==> src/rtl/perfmon_pkg.sv <==
package perfmon_pkg;
  localparam int DATA_W    = 32;
  localparam int WIN_LSB   = 12;
  localparam int OFF_W     = 12;
  localparam int PORT_W    = 3;
  localparam int CODE_W    = 5;
  localparam int SEL_W     = PORT_W + CODE_W;
  localparam int NUM_PORTS = 1 << PORT_W;
  localparam int NUM_CODES = 1 << CODE_W;
  localparam int EVT_W     = NUM_PORTS * NUM_CODES;
  localparam int NCNT_LSB  = 11;
  localparam int NCNT_W    = 5;
  localparam int REV_LSB   = 4;

  localparam logic [OFF_W-1:0] OFF_SEL  = 12'h000;
  localparam logic [OFF_W-1:0] OFF_CNT  = 12'h004;
  localparam logic [OFF_W-1:0] OFF_CTL  = 12'h008;
  localparam logic [OFF_W-1:0] OFF_OVF  = 12'h00C;
  localparam logic [OFF_W-1:0] OFF_GCTL = 12'h100;
  localparam logic [OFF_W-1:0] OFF_ID   = 12'hFE8;
endpackage

==> src/rtl/pm_event_filter.sv <==
module pm_event_filter import perfmon_pkg::*; #(
  parameter int SLV_MAX_CODE   = 20,
  parameter int MST_MAX_CODE   = 17,
  parameter int FIRST_MST_PORT = 5
) (
  input  logic [SEL_W-1:0] sel,
  input  logic [EVT_W-1:0] evt,
  output logic             code_ok,
  output logic             hit
);
  logic [PORT_W-1:0] port;
  logic [CODE_W-1:0] code;
  logic              is_master;

  always_comb begin
    port      = sel[SEL_W-1:CODE_W];
    code      = sel[CODE_W-1:0];
    is_master = (port >= PORT_W'(FIRST_MST_PORT));
    code_ok   = is_master ? (code <= CODE_W'(MST_MAX_CODE))
                          : (code <= CODE_W'(SLV_MAX_CODE));
    hit       = code_ok & evt[sel];
  end
endmodule

==> src/rtl/pm_counter_slot.sv <==
module pm_counter_slot import perfmon_pkg::*; #(
  parameter int CNT_W = 32
) (
  input  logic             clk,
  input  logic             rst_n,
  input  logic             g_en,
  input  logic             evt_hit,
  input  logic             code_ok,
  input  logic             wr_sel,
  input  logic             wr_cnt,
  input  logic             wr_ctl,
  input  logic             wr_ovf,
  input  logic [CNT_W-1:0] wdata,
  output logic [SEL_W-1:0] sel_q,
  output logic [CNT_W-1:0] cnt_q,
  output logic             en_q,
  output logic             ovf_q
);
  logic [SEL_W-1:0] sel_d;
  logic [CNT_W-1:0] cnt_d;
  logic             en_d, ovf_d, inc, wrap;

  always_comb begin
    inc   = g_en & en_q & evt_hit;
    wrap  = inc & ~wr_cnt & (&cnt_q);
    sel_d = wr_sel ? wdata[SEL_W-1:0] : sel_q;
    en_d  = wr_ctl ? wdata[0] : en_q;
    cnt_d = cnt_q;
    if (wr_cnt)   cnt_d = wdata;
    else if (inc) cnt_d = cnt_q + 1'b1;
    ovf_d = ovf_q;
    if (wr_ovf && wdata[0]) ovf_d = 1'b0;
    if (wrap)               ovf_d = 1'b1;
  end

  always_ff @(posedge clk or negedge rst_n) begin
    if (!rst_n) begin
      sel_q <= '0;
      cnt_q <= '0;
      en_q  <= 1'b0;
      ovf_q <= 1'b0;
    end else begin
      sel_q <= sel_d;
      cnt_q <= cnt_d;
      en_q  <= en_d;
      ovf_q <= ovf_d;
    end
  end


  ovf_set_chk: assert property (@(posedge clk) disable iff (!rst_n)
    (g_en && en_q && evt_hit && !wr_cnt && (&cnt_q)) |=> (ovf_q && cnt_q == '0));

  ovf_clr_chk: assert property (@(posedge clk) disable iff (!rst_n)
    (wr_ovf && wdata[0] && !(g_en && en_q && evt_hit && !wr_cnt && (&cnt_q))) |=> !ovf_q);

  cnt_load_chk: assert property (@(posedge clk) disable iff (!rst_n)
    wr_cnt |=> (cnt_q == $past(wdata)));

  cnt_hold_chk: assert property (@(posedge clk) disable iff (!rst_n)
    (!(g_en && en_q) && !wr_cnt) |=> $stable(cnt_q));

  bad_code_chk: assert property (@(posedge clk) disable iff (!rst_n)
    (!code_ok && !wr_cnt) |=> $stable(cnt_q));
endmodule

==> src/rtl/perf_mon_top.sv <==
module perf_mon_top import perfmon_pkg::*; #(
  parameter int NUM_EVT_CNT    = 4,
  parameter int CNT_W          = 32,
  parameter int ADDR_W         = 16,
  parameter int SLV_MAX_CODE   = 20,
  parameter int MST_MAX_CODE   = 17,
  parameter int FIRST_MST_PORT = 5,
  parameter int REV_ID         = 5
) (
  input  logic                   clk,
  input  logic                   rst_n,
  input  logic                   req_valid,
  input  logic                   req_write,
  input  logic [ADDR_W-1:0]      req_addr,
  input  logic [DATA_W-1:0]      req_wdata,
  output logic [DATA_W-1:0]      rd_data,
  input  logic [EVT_W-1:0]       evt_pulse,
  output logic [NUM_EVT_CNT:0]   ovf_irq
);
  localparam int NUM_CNT = NUM_EVT_CNT + 1;
  localparam int PAGE_W  = ADDR_W - WIN_LSB;

  logic [1:0]        rst_sync;
  logic              rst_n_s;
  logic [PAGE_W-1:0] page;
  logic [OFF_W-1:0]  off;
  logic              wr_stb, rd_stb, g_en_q, g_en_d;
  logic [DATA_W-1:0] rd_next, rd_q, gctl_rd, id_rd;

  logic [NUM_CNT-1:0][SEL_W-1:0] sel_q;
  logic [NUM_CNT-1:0][CNT_W-1:0] cnt_q;
  logic [NUM_CNT-1:0]            en_q, ovf_q, hit, code_ok;

  // reset: asserted asynchronously, released on a clock edge
  always_ff @(posedge clk or negedge rst_n) begin
    if (!rst_n) rst_sync <= 2'b00;
    else        rst_sync <= {rst_sync[0], 1'b1};
  end
  assign rst_n_s = rst_sync[1];

  always_comb begin
    page   = req_addr[ADDR_W-1:WIN_LSB];
    off    = req_addr[OFF_W-1:0];
    wr_stb = req_valid & req_write;
    rd_stb = req_valid & ~req_write;
    g_en_d = (wr_stb && page == '0 && off == OFF_GCTL) ? req_wdata[0] : g_en_q;
  end

  for (genvar i = 0; i < NUM_CNT; i++) begin : g_slot
    logic pg;
    assign pg = wr_stb && (page == PAGE_W'(i));
    if (i == 0) begin : g_cycle
      assign hit[i]     = 1'b1;
      assign code_ok[i] = 1'b1;
    end else begin : g_event
      pm_event_filter #(
        .SLV_MAX_CODE(SLV_MAX_CODE), .MST_MAX_CODE(MST_MAX_CODE),
        .FIRST_MST_PORT(FIRST_MST_PORT)
      ) u_filt (
        .sel(sel_q[i]), .evt(evt_pulse), .code_ok(code_ok[i]), .hit(hit[i])
      );
    end
    pm_counter_slot #(.CNT_W(CNT_W)) u_slot (
      .clk(clk), .rst_n(rst_n_s), .g_en(g_en_q), .evt_hit(hit[i]),
      .code_ok(code_ok[i]),
      .wr_sel(pg && off == OFF_SEL), .wr_cnt(pg && off == OFF_CNT),
      .wr_ctl(pg && off == OFF_CTL), .wr_ovf(pg && off == OFF_OVF),
      .wdata(req_wdata[CNT_W-1:0]),
      .sel_q(sel_q[i]), .cnt_q(cnt_q[i]), .en_q(en_q[i]), .ovf_q(ovf_q[i])
    );
  end

  always_comb begin
    gctl_rd = '0;
    gctl_rd[0] = g_en_q;
    gctl_rd[NCNT_LSB +: NCNT_W] = NCNT_W'(NUM_EVT_CNT);
    id_rd = '0;
    id_rd[REV_LSB +: 4] = 4'(REV_ID);
    rd_next = '0;
    for (int i = 0; i < NUM_CNT; i++) begin
      if (page == PAGE_W'(i)) begin
        case (off)
          OFF_SEL: rd_next = DATA_W'(sel_q[i]);
          OFF_CNT: rd_next = DATA_W'(cnt_q[i]);
          OFF_CTL: rd_next = DATA_W'(en_q[i]);
          OFF_OVF: rd_next = DATA_W'(ovf_q[i]);
          default: ;
        endcase
      end
    end
    if (page == '0 && off == OFF_GCTL) rd_next = gctl_rd;
    if (page == '0 && off == OFF_ID)   rd_next = id_rd;
  end

  always_ff @(posedge clk or negedge rst_n_s) begin
    if (!rst_n_s) begin
      g_en_q <= 1'b0;
      rd_q   <= '0;
    end else begin
      g_en_q <= g_en_d;
      if (rd_stb) rd_q <= rd_next;
    end
  end

  assign rd_data = rd_q;
  assign ovf_irq = ovf_q;


  gctl_field_chk: assert property (@(posedge clk) disable iff (!rst_n_s)
    (rd_stb && page == '0 && off == OFF_GCTL)
      |=> (rd_data[NCNT_LSB +: NCNT_W] == NCNT_W'(NUM_EVT_CNT)));

  rd_hold_chk: assert property (@(posedge clk) disable iff (!rst_n_s)
    !rd_stb |=> $stable(rd_data));
endmodule

==> config.mk <==
export PLATFORM = sky130hd
export DESIGN_NAME = perf_mon_top
export DESIGN_NICKNAME = d
export VERILOG_FILES = /design/src/rtl/perfmon_pkg.sv /design/src/rtl/pm_event_filter.sv /design/src/rtl/pm_counter_slot.sv /design/src/rtl/perf_mon_top.sv
export SDC_FILE = /design/constraint.sdc
export NUM_CORES = 1
export LEC_CHECK = 0
export BUFFER_PORTS_ARGS = -buffer_cell sky130_fd_sc_hd__buf_2
export CORE_MARGIN = 4
export CORE_UTILIZATION = 59
export DETAILED_ROUTE_END_ITERATION = 10
export PLACE_DENSITY = 0.82
export SYNTH_ARGS = -nofsm -noshare
export SYNTH_HDL_FRONTEND = slang
export SYNTH_SLANG_ARGS = --single-unit
export TNS_END_PERCENT = 30
==> constraint.sdc <==
create_clock -name clk -period 10.45 [get_ports clk]
set_input_delay 2.09 -clock clk [delete_from_list [all_inputs] [get_ports clk]]
set_output_delay 2.09 -clock clk [all_outputs]
set_load 0.005 [all_outputs]
==> summary.md, run 1 <==
| Metric | Value |
|---|---|
| Worst path slowest cell | nand2_1 |
| Syn Inst Count | 2328 |
| Aggregate global-route resource usage | 0.437 |
| Yosys warns | 0 |
| Net Count, Synth | 2641 |
| Critical Path Sink Type | flip-flop |
| Max stage delay on crit path | ~0.9 ns |
| GP Congestion | roughly 1.0 |
| Asr flop ratio synth | 1.00 |
| Pwr Density | about 85 nW/um^2 |
| First-pass GRT wire length | between 100 and 150 mm |
| Crit-path cells | buf_2 > buf_4 > inv_1 > nand4_1 > nor3_1 > nor3_1 > nand2_1 > a21oi_1 > a21o_1 |
| Vias in the first global route | between 20000 and 25000 |
| Worst Hold Class | flip-flop to asynchronous set/reset pin |
| Final #Nets | approximately 2800 |
| Hold slack | approximately 0.27 ns |
| Crit path kind | input port to flip-flop |
| Initial antenna violation count | 24 |
| Clock latency on the worst-skew pair | 0.53 ns |
| Site Rows | between 70 and 80 |
| Crit path max-delay family | simple AND/OR/NAND/NOR gates |
| Layout cells sized above 1 | 0.290 |
| Relative slew margins | 0.159 |
| Most frequent cells in the layout | buf_2 (344), dfrtp_1 (236), mux4_2 (189) |
| DIE HEIGHT | about 200 um |
| Longest Clk Path Bufs | 3 |
| Gr ovfl total | 0 |
| Unique masters post-synth | between 80 and 90 |
| CTS tree | done |
| HPWL Detailed | 67.9 mm |
| Antenna viol nets, final | 0 |
| Final wirelength | between 90 and 100 mm |
| Setup violators final | 0 |
| H-tree Lvls | 1 |
| Vias per std cell | 7.47 |
| Synth Register Bits | between 200 and 250 |
| Hold_buf cts | 0 |
| Slew Viols, Final | 0 |
| Initial Util | 0.600 |
| Arr. time, crit path | roughly 5.9 ns |
| Num CTS Buffers | 24 |
| Top_reg_cell synth | dfrtp_1 |
| CP dominant cell by count | nor3_1 |
| Post-Syn Area | 22700 um^2 |
| Top-Level Pins | 345 |
| Peak supply drop | roughly 120 uV |
| Clock root buffer | clkbuf_16 |
| # port buffers | ~340 |
| Max Freq | between 0.15 and 0.2 GHz |
| Max-Cap Viols | 0 |
| Post-CTS setup buffers | 0 |
| Buf/Inv on CP | 3 |
| Clock sink count | 245 |
| CORE AREA | between 30000 and 40000 um^2 |
| Via count | 22977 |
| Avg Inst Size Synth | 9.75 um^2 |
| RSZ-0062 raised after global routing | no |
| Post-CTS sizing | 0 |
| Period utilization | 0.524 |
| Largest net degree at the start of global routing | 85 |
| Status | completed |
| WP data required | 10.92 ns |
| Worst Tran Pin Value | around 1.2 ns |
| Setup TNS Final | 0 ns |
| Post-synthesis sequential area ratio | 0.270 |
| Hold Fails Final Rpt | 0 |
| WL/cell | between 30 and 40 um |
| Area Overhead vs Synth | 10.7% |
| DRT Pass-1 Iters | 9 |
| Commonest non-fill, non-tap cell in the layout | buf_2 |
| Die Footprint | approximately 42000 um^2 |
| Die width | around 200 um |
| Period minus WS final | roughly 5.5 ns |
| Worst setup SP type | input port |
| Iter 0 DRT Violations | about 3700 |
| Final setup skew | roughly 0.013 ns |
| Number of flops mapped to enable cells by yosys | 0 |
| Crit-path max FO | between 40 and 50 |
| P_leak | about 9.4 nW |
| Clk slew on worst S/H paths | approximately 0.060 ns |
| Remaining DRCs | 0 |
-- per-stage QoR --
| step | instances | setup WS (ns) | utilization | power, W | area [um^2] |
|---|---|---|---|---|---|
| 2_1_floorplan | 2328 | 3.12 | - | 0.00109 | 22700 |
| 4_1_cts | 3059 | 5.25 | 0.663 | 0.00214 | 25100 |
| 3_3_place_gp | 3015 | 4.78 | 0.641 | 0.00124 | 24300 |
| 3_5_place_dp | 3015 | 4.71 | 0.641 | 0.00124 | 24300 |
| 6_report | 3075 | 4.98 | 0.664 | 0.00215 | 25100 |
| 5_1_grt | 3068 | 5.01 | 0.664 | 0.00220 | 25100 |
-- cell families (layout without fill, tap and decap cells) --
logic type	Yosys count	count (layout)	share of synthesized area
other	1	17	0.000165
flip-flops	245	245	0.270
adder cells (fa/ha/maj)	5	5	0.00276
buffers and inverters	238	458	0.0576
AO/OA/AOI/OAI	543	543	0.157
AND/OR/NAND/NOR	733	733	0.165
XOR/XNOR	143	143	0.0552
multiplexers	420	420	0.293
-- Yosys cell counts, types with 34 or more instances --
library cell,n,share of area
a21oi_1,164,0.036
a22oi_1,54,0.018
and3_1,46,0.013
buf_2,38,0.0084
clkbuf_1,108,0.018
dfrtp_1,245,0.27
mux2_2,66,0.033
mux2i_1,164,0.072
mux4_2,189,0.19
nand2_1,187,0.031
nand3_1,65,0.014
nand4_1,46,0.013
nor2_1,182,0.030
nor3_1,59,0.013
o21ai_0,72,0.016
o22ai_1,34,0.0094
xnor2_1,101,0.039
xor2_1,42,0.016
-- layer usage --
metal / track usage / share of wire
met1: 0.533 / 0.33
met4: 0.321 / 0.094
met3: 0.109 / 0.13
met5: 0.00119 / 0.0011
met2: 0.676 / 0.45
-- final timing paths --
path / start / endpoint / slack (ns) / depth (start not counted)
worst max-delay path: req_addr[2] / rd_data[31] / 4.98 / 9
max in group asynchronous: rst_sync[1] / g_slot[0].u_slot.cnt_q[1] / 7.93 / 2
min in group clk: rst_sync[0] / rst_sync[1] / 0.35 / 0
worst min-delay path: rst_sync[1] / g_slot[1].u_slot.cnt_q[23] / 0.27 / 0
worst max register to register: g_slot[4].u_slot.sel_q[1] / g_slot[4].u_slot.cnt_q[17] / 5.23 / 10
worst min register to register: rst_sync[1] / g_slot[1].u_slot.cnt_q[23] / 0.27 / 0
-- area by class of cell --
| type | instances | area (um^2) |
|---|---|---|
| clock buffers | 36 | 757 |
| diodes | 16 | 40.0 |
| multi-input cells | 1845 | 15300 |
| repair buffers | 385 | 2030 |
| fillers | 3135 | 12700 |
| inverters | 29 | 109 |
| flip-flops and latches | 245 | 6150 |
| clock inverters | 8 | 70.1 |
| well taps | 511 | 639 |
-- sequential cells by signal, indices dropped and copies added (netlist names) --
register	cells
g_slot.u_slot.sel_q	40
g_en_q	1
g_slot.u_slot.cnt_q	160
rst_sync	2
g_slot.u_slot.en_q	5
g_slot.u_slot.ovf_q	5
rd_data	32
-- report_power, final --
part           total (W)  switching, W  internal [W]
Clock           0.000909      0.000384      0.000525
Sequential      0.000955    0.00000461      0.000950
Combinational   0.000282      0.000160      0.000121
Total            0.00215      0.000549       0.00160
(Power assumes the default switching activity.)
==> run 2: changes to the inputs <==
--- a/config.mk
+++ b/config.mk
@@ -7,9 +7,9 @@
 export LEC_CHECK = 0
 export BUFFER_PORTS_ARGS = -buffer_cell sky130_fd_sc_hd__buf_2
 export CORE_MARGIN = 4
-export CORE_UTILIZATION = 59
+export CORE_UTILIZATION = 53
 export DETAILED_ROUTE_END_ITERATION = 10
-export PLACE_DENSITY = 0.82
+export PLACE_DENSITY = 0.78
 export SYNTH_ARGS = -nofsm -noshare
 export SYNTH_HDL_FRONTEND = slang
 export SYNTH_SLANG_ARGS = --single-unit
==> constraint.sdc (replaced) <==
create_clock -name clk -period 4.58 [get_ports clk]
set_input_delay 0.916 -clock clk [delete_from_list [all_inputs] [get_ports clk]]
set_output_delay 0.916 -clock clk [all_outputs]
set_load 0.005 [all_outputs]
==> run 2 against run 1 <==
Compared with the run above:
- cell count is 2.6% higher
- critical path depth stayed put
- clock power grew to 2.7 times the previous value
- count of clock-buffer cells in the layout is 2 lower
- global-route usage is 2.4 points lower
- sequential power is 130% higher
- die area is 11% higher
- via count is 1.4% higher
- first-iteration DRC count is 9.7% higher
- critical endpoint is now g_slot[4].u_slot.cnt_q[8]
==> summary.md, run 2 (synthesis results as in run 1) <==
| Metric | Value |
|---|---|
| Hold_buf cts | 0 |
| Initial Util | 0.539 |
| HPWL Detailed | ~74 mm |
| RSZ-0062 raised after global routing | no |
| Hold Fails Final Rpt | 0 |
| First-pass GRT wire length | ~150 mm |
| Period minus WS final | between 4 and 5 ns |
| Critical Path Sink Type | flip-flop |
| Initial antenna violation count | 10 |
| Post-CTS setup buffers | 0 |
| Layout cells sized above 1 | 0.307 |
| Longest Clk Path Bufs | 3 |
| Antenna viol nets, final | 0 |
| Max-Cap Viols | 0 |
| H-tree Lvls | 1 |
| Max stage delay on crit path | 0.97 ns |
| R2R depth | 9 |
| P_leak | 9.83 nW |
| Clock sink count | ~250 |
| CORE AREA | 42100 um^2 |
| Crit-path max FO | 34 |
| Vias in the first global route | roughly 23000 |
| Placed Instances | 3100 |
| Gr ovfl total | 0 |
| Area Overhead vs Synth | 13.8% |
| Clock root buffer | clkbuf_16 |
| FF-to-FF Start | g_slot[4].u_slot.sel_q[0] |
| Flop-to-flop setup slack | between 0.4 and 0.5 ns |
| Setup TNS Final | 0 ns |
| Commonest non-fill, non-tap cell in the layout | buf_2 |
| Reg-to-reg endpoint | g_slot[4].u_slot.cnt_q[8] |
| Crit path max-delay family | compound AO/OA/AOI/OAI gates |
| Peak supply drop | ~260 uV |
| Num CTS Buffers | 26 |
| Reg with most FFs | g_slot.u_slot.cnt_q |
| Status | completed |
| DIE HEIGHT | approximately 210 um |
| Crit-path cells | buf_4 > mux4_2 > a211oi_1 > a211oi_1 > o32ai_4 > buf_4 > nor3_1 > xnor2_1 > a21oi_1 |
| Total power | between 0.005 and 0.006 W |
| GP Congestion | 1.06 |
| Max reg flops | 160 |
| Post-CTS sizing | 0 |
| Clock latency on the worst-skew pair | 0.55 ns |
| Arr. time, crit path | ~4.5 ns |
| # port buffers | 344 |
| Setup WS post-layout | between 0.4 and 0.5 ns |
| Die width | between 200 and 250 um |
| WL/cell | around 32 um |
| Clk slew on worst S/H paths | roughly 0.06 ns |
| Worst path slowest cell | o32ai_4 |
| Post-Place Setup Slack | approximately 0.53 ns |
| Die Footprint | 46200 um^2 |
| Slew Viols, Final | 0 |
| Worst Tran Pin Value | between 1 and 1.5 ns |
| Pwr Density | approximately 200 nW/um^2 |
| Most frequent cells in the layout | buf_2 (344), dfrtp_1 (236), mux4_2 (189) |
| Via count | about 23000 |
| Setup violators final | 0 |
| Final wirelength | about 100 mm |
| Worst setup SP type | flip-flop |
| Max Freq | between 0.2 and 0.25 GHz |
| Worst Hold Class | input port to asynchronous set/reset pin |
| Final Non-Filler Cells | roughly 3200 |
| DRT Pass-1 Iters | 7 |
| Post-layout util | 0.613 |
| Largest net degree at the start of global routing | 89 |
| Iter 0 DRT Violations | roughly 4100 |
| Final #Nets | around 2900 |
| Buf/Inv on CP | 2 |
| Site Rows | 75 |
| Relative slew margins | 0.234 |
| Aggregate global-route resource usage | 0.413 |
| WP data required | 4.98 ns |
| Top-Level Pins | approximately 350 |
| Vias per std cell | about 7.4 |
| Crit path kind | flip-flop to flip-flop |
| Cell depth of the worst setup path | 9 |
| Period utilization | 0.901 |
| Final setup skew | between 0.02 and 0.03 ns |
| Remaining DRCs | 0 |
| CTS tree | done |
## run 2: layout make-up
| type | instances | area [um^2] |
|---|---|---|
| antenna | 6 | 15.0 |
| sequential | 245 | 6150 |
| clock inverter | 14 | 228 |
| clock buffer | 34 | 752 |
| multi-input combinational | 1845 | 15300 |
| fill | 3581 | 16300 |
| timing repair buffer | 442 | 2570 |
| inverter | 29 | 109 |
| tap | 539 | 674 |
## run 2: metrics by stage
stage	hold slack, ns	area (um^2)
CTS	0.153	25800
floorplan	0.331	22700
finish	0.159	25800
global route	0.148	25800
global placement	0.310	24800
detailed placement	0.318	24800
## run 2: metal layers
layer / global-route usage / share of wire / routed length, um / vias to the layer above
met2: 0.660 / 0.45 / 44700 / 2013
met1: 0.519 / 0.34 / 34100 / 11259
met4: 0.249 / 0.083 / 8300 / 8
met3: 0.0847 / 0.13 / 12500 / 521
li1: - / - / - / 9507
met5: 0 / 0.00060 / 60 / -
## run 2: worst max-delay path by stage
stage	start	to	slack, ns
floorplan	rst_sync[1]	g_en_q	0.56
global placement	g_slot[4].u_slot.sel_q[0]	g_slot[4].u_slot.cnt_q[4]	0.53
detailed placement	g_slot[3].u_slot.sel_q[0]	g_slot[3].u_slot.cnt_q[4]	0.53
CTS	g_slot[3].u_slot.sel_q[0]	g_slot[3].u_slot.cnt_q[4]	0.52
global route	g_slot[3].u_slot.sel_q[0]	g_slot[3].u_slot.cnt_q[8]	0.17
finish	g_slot[4].u_slot.sel_q[0]	g_slot[4].u_slot.cnt_q[8]	0.45
## run 2: where the power goes
group / internal [W] / switching, W
registers: 0.00217 / 0.0000113
logic: 0.000282 / 0.000394
clock network: 0.00149 / 0.000927
total: 0.00394 / 0.00133
